===== config.mk =====
export PLATFORM = sky130hd
export DESIGN_NAME = intc_dispatch
export DESIGN_NICKNAME = d
export VERILOG_FILES = /design/src/rtl/intc_pkg.sv /design/src/rtl/intc_srcreg.sv /design/src/rtl/intc_prio.sv /design/src/rtl/intc_master.sv /design/src/rtl/intc_dispatch.sv
export SDC_FILE = /design/constraint.sdc
export NUM_CORES = 1
export LEC_CHECK = 0
export ABC_AREA = 1
export BUFFER_PORTS_ARGS = -buffer_cell sky130_fd_sc_hd__buf_2
export CORE_MARGIN = 4
export CORE_UTILIZATION = 43
export DETAILED_ROUTE_END_ITERATION = 12
export PLACE_DENSITY = 0.79
export SLEW_MARGIN = 20
export SYNTH_ARGS = -nofsm -noshare
export SYNTH_HDL_FRONTEND = slang
export SYNTH_SLANG_ARGS = --single-unit

===== constraint.sdc =====
create_clock -name clk -period 1.3 [get_ports clk]
set_input_delay 0.065 -clock clk [delete_from_list [all_inputs] [get_ports clk]]
set_output_delay 0.065 -clock clk [all_outputs]
set_load 0.005 [all_outputs]

===== src/rtl/intc_pkg.sv =====
package intc_pkg;

    localparam int NSRC     = 5;
    localparam int REG_W    = 8;
    localparam int VEC_W    = 16;
    localparam int MC_W     = 4;
    localparam int SVC_MC   = 5;
    localparam int VEC_BASE = 'h40;
    localparam int VEC_STEP = 8;

    typedef enum logic [1:0] {
        IME_OFF   = 2'd0,
        IME_SCHED = 2'd1,
        IME_ON    = 2'd2
    } ime_e;

endpackage


===== src/rtl/intc_srcreg.sv =====
module intc_srcreg #(
    parameter int N = 5,
    parameter int W = 8
) (
    input  logic         clk,
    input  logic         rst_n,
    input  logic         wr,
    input  logic [W-1:0] wdata,
    input  logic [N-1:0] set,
    input  logic [N-1:0] clr,
    output logic [N-1:0] q,
    output logic [W-1:0] rd
);

    typedef struct packed {
        logic [N-1:0] bits;
    } reg_t;

    reg_t st_d, st_q;

    always_comb begin
        st_d = st_q;
        if (wr) begin
            st_d.bits = wdata[N-1:0];
        end
        st_d.bits = st_d.bits & ~clr;
        st_d.bits = st_d.bits | set;
    end

    always_ff @(posedge clk or negedge rst_n) begin
        if (!rst_n) begin
            st_q <= '0;
        end else begin
            st_q <= st_d;
        end
    end

    assign q  = st_q.bits;
    assign rd = {{(W-N){1'b0}}, st_q.bits};

endmodule


===== src/rtl/intc_prio.sv =====
module intc_prio #(
    parameter int N     = 5,
    parameter int IDX_W = (N > 1) ? $clog2(N) : 1
) (
    input  logic [N-1:0]     pend,
    output logic             any,
    output logic [N-1:0]     grant,
    output logic [IDX_W-1:0] idx
);

    for (genvar i = 0; i < N; i++) begin : g_grant
        if (i == 0) begin : g_top
            assign grant[i] = pend[i];
        end else begin : g_rest
            assign grant[i] = pend[i] & ~(|pend[i-1:0]);
        end
    end

    assign any = |pend;

    always_comb begin
        idx = '0;
        for (int k = 0; k < N; k++) begin
            if (grant[k]) begin
                idx = idx | IDX_W'(k);
            end
        end
    end

endmodule


===== src/rtl/intc_master.sv =====
module intc_master
    import intc_pkg::*;
#(
    parameter int VW = 16
) (
    input  logic          clk,
    input  logic          rst_n,
    input  logic          boundary,
    input  logic          ime_sched,
    input  logic          ime_clear,
    input  logic          svc_ack,
    input  logic          pend_any,
    input  logic [VW-1:0] vec_in,
    output logic          take,
    output logic          svc_req,
    output logic [VW-1:0] svc_vec,
    output logic          exec_go,
    output ime_e          ime
);

    typedef struct packed {
        ime_e          ime;
        logic          svc;
        logic [VW-1:0] vec;
        logic          go;
    } mst_t;

    mst_t st_d, st_q;

    logic live_bnd;

    assign live_bnd = boundary && !st_q.svc;
    assign take     = live_bnd && (st_q.ime == IME_ON) && pend_any;

    always_comb begin
        st_d    = st_q;
        st_d.go = 1'b0;
        if (st_q.svc && svc_ack) begin
            st_d.svc = 1'b0;
        end
        if (live_bnd) begin
            if (st_q.ime == IME_SCHED) begin
                st_d.ime = IME_ON;
                st_d.go  = 1'b1;
            end else if (take) begin
                st_d.ime = IME_OFF;
                st_d.svc = 1'b1;
                st_d.vec = vec_in;
            end else begin
                st_d.go = 1'b1;
            end
        end
        if (ime_sched && st_d.ime == IME_OFF) begin
            st_d.ime = IME_SCHED;
        end
        if (ime_clear) begin
            st_d.ime = IME_OFF;
        end
    end

    always_ff @(posedge clk or negedge rst_n) begin
        if (!rst_n) begin
            st_q <= '{ime: IME_OFF, svc: 1'b0, vec: '0, go: 1'b0};
        end else begin
            st_q <= st_d;
        end
    end

    assign svc_req = st_q.svc;
    assign svc_vec = st_q.vec;
    assign exec_go = st_q.go;
    assign ime     = st_q.ime;

endmodule


===== src/rtl/intc_dispatch.sv =====
module intc_dispatch
    import intc_pkg::*;
(
    input  logic             clk,
    input  logic             rst_n,
    input  logic [NSRC-1:0]  src_req,
    input  logic             en_wr,
    input  logic             fl_wr,
    input  logic [REG_W-1:0] reg_wdata,
    output logic [REG_W-1:0] ien_rd,
    output logic [REG_W-1:0] ifl_rd,
    input  logic             ime_sched,
    input  logic             ime_clear,
    output logic [1:0]       ime_state,
    input  logic             boundary,
    output logic             exec_go,
    output logic             svc_req,
    output logic [VEC_W-1:0] svc_vector,
    output logic [MC_W-1:0]  svc_mcycles,
    input  logic             svc_ack
);

    localparam int IDX_W = (NSRC > 1) ? $clog2(NSRC) : 1;

    logic [NSRC-1:0]  en_q, fl_q, pend, grant, clr_mask;
    logic             pend_any, take;
    logic [IDX_W-1:0] win_idx;
    logic [VEC_W-1:0] vec_sel;
    ime_e             ime;

    intc_srcreg #(.N(NSRC), .W(REG_W)) u_en (
        .clk   (clk),
        .rst_n (rst_n),
        .wr    (en_wr),
        .wdata (reg_wdata),
        .set   ('0),
        .clr   ('0),
        .q     (en_q),
        .rd    (ien_rd)
    );

    intc_srcreg #(.N(NSRC), .W(REG_W)) u_fl (
        .clk   (clk),
        .rst_n (rst_n),
        .wr    (fl_wr),
        .wdata (reg_wdata),
        .set   (src_req),
        .clr   (clr_mask),
        .q     (fl_q),
        .rd    (ifl_rd)
    );

    assign pend = en_q & fl_q;

    intc_prio #(.N(NSRC), .IDX_W(IDX_W)) u_prio (
        .pend  (pend),
        .any   (pend_any),
        .grant (grant),
        .idx   (win_idx)
    );

    assign vec_sel  = VEC_W'(VEC_BASE) + VEC_W'(win_idx) * VEC_W'(VEC_STEP);
    assign clr_mask = take ? grant : '0;

    intc_master #(.VW(VEC_W)) u_mst (
        .clk       (clk),
        .rst_n     (rst_n),
        .boundary  (boundary),
        .ime_sched (ime_sched),
        .ime_clear (ime_clear),
        .svc_ack   (svc_ack),
        .pend_any  (pend_any),
        .vec_in    (vec_sel),
        .take      (take),
        .svc_req   (svc_req),
        .svc_vec   (svc_vector),
        .exec_go   (exec_go),
        .ime       (ime)
    );

    assign ime_state   = ime;
    assign svc_mcycles = svc_req ? MC_W'(SVC_MC) : '0;

endmodule


==> summary.txt <==
Setup path
  – Reg-to-reg critical path startpoint: u_mst.ime[0]
  – Sort of element at the end of the critical path: register
  – R2R Setup Slk: 50 ps
  – Crit path arrival time: 1430 ps
  – Worst Reg-to-Reg Cells: 7
  – Worst Setup Start Kind: register
  – Classification of the worst setup path: register to register
  – Data required time of the worst path: 1480 ps
  – CP Max Fanout: 5
  – Endpoint of the worst-slack reg-to-reg timing path: u_fl.q[3]

Yosys
  – Synth warn: 0
  – Synth area leader: dfrtp_1
  – Async SR Flop Fraction: 100%
  – Post-synthesis sequential element count: 18
  – Most area-consuming cells after synthesis: dfrtp_1 (43%), buf_4 (16%), mux2_2 (11%)
  – Post-synthesis average cell area: 10.1 um2
  – Most used standard cell by instance count after synthesis: buf_4
  – Seq/Total Area, Yosys: 42.6%
  – Post-synthesis instance area: 1060 um2
  – Post-synth EDFFs: 0
  – Number of unique standard cell types used by synthesis: 23
  – Top-area cell type share of the netlist area: 42.6%
  – Most instantiated flip-flop cell in the synthesis netlist: dfrtp_1
  – Post-Synthesis Cells: 105
  – Commonest cells post-synth: buf_4 (22), dfrtp_1 (18), nand2_1 (15)

Min path
  – Hold Path Class: input pin to register
  – Worst-case hold path end point: u_en.q[4]
  – Worst min-delay path startpoint: reg_wdata[4]
  – Number of instances on the worst hold path: 2

CTS
  – Library cell used as clock root buffer: clkbuf_4
  – Clock Pin Slew Worst Setup and Hold Paths: 100 ps
  – TritonCTS Sinks: 18
  – CTS H-tree lvls: 1
  – Clock tree from TritonCTS: done
  – Buffer depth of the longest clock path: 2
  – Clk Latency, worst-skew pair: 280 ps
  – Clock buffers created by TritonCTS: 3

Routing
  – DR WL/cell: 11.9 um
  – Vias after detailed routing: 798
  – Mean number of vias per cell: 4.41
  – Wire length after detailed routing: 2150 um
  – Iteration count of the initial detailed-routing pass: 4
  – Number of DRC violations after detailed-routing iteration 0: 17
  – Number of antenna-violating nets in the routed design: 0
  – Remaining design rule violation count: 0

Cells and area
  – Final antenna diode count: 0
  – Final Cell Area: 1320 um2
  – Number of nets in the finished design: 176
  – Area grow syn2layout: 24.5%
  – Final Util: 57.8%
  – Fraction of layout instances using a drive strength above 1: 47.1%

Timing
  – Final Skew: 6.80 ps
  – Total of endpoints with negative setup slack in the final report: 0
  – Minimum period implied by the final worst setup slack: 1250 ps
  – Hold_ws: 21.2 ps
  – Hold violation count in the final report: 0
  – Final Slew Violations: 0
  – Final worst path period share: 96.2%
  – Peak clock frequency supported by timing: 0.800 GHz

Die
  – Io pins: 61
  – Area of the core: 2280 um2
  – Number of rows created at floorplan: 17
  – Overall die area: 3320 um2
  – Vertical die dimension: 57.6 um
  – Die X: 57.6 um
  – Initial cell density of the core: 46.5%

Pwr
  – Relative contribution of combinational cells to total power: 28.6%
  – Sequential Power Share: 51.4%
  – PwrDens: 1020 nW/um2
  – Standby leakage power: 0.000710 uW
  – Total internal power: 932 uW
  – Clock power frac: 20.0%
  – Total net switching power: 408 uW
  – Highest ir drop seen on vdd: 0.603 mV
  – Switch share: 30.4%

Place
  – Routability cong.: 0.752
  – Standard cell area after detailed placement: 1180 um2
  – Number of buffers inserted by port buffering: 37
  – Post-detailed-placement half-perimeter wirelength: 1650 um

GRT
  – Total Routing Usage GR: 12.8%
  – First-pass GRT wire length: 3410 um
  – Antenna violations before repair: 0
  – Number of global-route vias before repair: 796
  – Pin count of the biggest net entering global routing: 19
  – GRT overflow: 0

Outcome
  – Status: complete, no violations

Flow run
  – Maximum Capacitance Violations: 0
-- cell usage in the layout, fill, tap and decap left out, types with 3 or more instances in the layout --
cell type	instances
buf_4	3
clkbuf_4	3
inv_1	6
nand3_1	4
conb_1	20
nand2_1	14
dfrtp_1	18
buf_2	37
nand2_2	4
o21ai_0	3
nand2_4	6
mux2_2	10
dlygate4sd3_1	8
-- how the worst max path moves through the flow --
stage                        from        end
global placement    u_mst.svc_req  u_fl.q[0]
CTS                 u_mst.svc_req  u_fl.q[3]
global route         u_mst.ime[0]  u_fl.q[3]
floorplan           u_mst.svc_req  u_fl.q[3]
finish               u_mst.ime[0]  u_fl.q[3]
detailed placement  u_mst.svc_req  u_fl.q[3]
-- per-stage QoR --
step           total power (uW)  std cells  setup slack [ps]  setup TNS (ps)
2_1_floorplan               945        124               127               0
3_5_place_dp               1050        167              45.3               0
3_3_place_gp               1040        167              85.2               0
4_1_cts                    1340        178              35.2               0
6_report                   1340        181              50.0               0
5_1_grt                    1440        181             -5.63           -10.5
-- area by class of cell --
type | instances | area, um2
fill | 215 | 960
multi-input combinational | 75 | 484
timing repair buffer | 48 | 288
clock buffer | 3 | 22.5
inverter | 9 | 36.3
sequential | 18 | 450
tap | 28 | 35.0
-- worst max-delay path: stages, from the launching register on --
cell and delay (ps):
dfrtp_1 410, inv_2 90, nand2_4 70, nor2_8 150, nand2_2 90, nand2_4 110
nand2_2 70, a21o_1 170
-- registers in the layout, summed over array words and instances (netlist names) --
name and flops:
u_en.q 5, u_fl.q 5, u_mst.svc_vec 4, u_mst.ime 2
u_mst.exec_go 1, u_mst.svc_req 1
-- power groups by stage --
stage	Clock [uW]	Combinational (uW)	Sequential [uW]
6_report	268	383	689
5_1_grt	307	430	698
4_1_cts	281	371	688
3_5_place_dp	0	351	699
3_3_place_gp	0	343	695
2_1_floorplan	0	238	706
-- cells by family after synthesis --
family / synth area share [%]
compound gates: 6.51
buf+inv: 19.1
flops: 42.6
mux: 10.7
other cells: 0.355
simple gates: 20.8
-- repair_timing --
action | CTS | global route
endpoints found under the setup margin | 0 | 5
hold endpoints to repair | 26 | 0
hold buffers | 8 | 0
gates resized for setup | 0 | 2
buffers inserted | 0 | 3
-- routing by layer --
| layer | track usage [%] | wire (um) | vias to the layer above |
|---|---|---|---|
| li1 | - | - | 393 |
| met1 | 15.2 | 854 | 377 |
| met2 | 23.2 | 1130 | 28 |
| met3 | 4.30 | 169 | 0 |
| met4 | 0.993 | 0 | 0 |
| met5 | 0 | 0 | - |
Note: power is estimated with default switching activity, not from simulation.
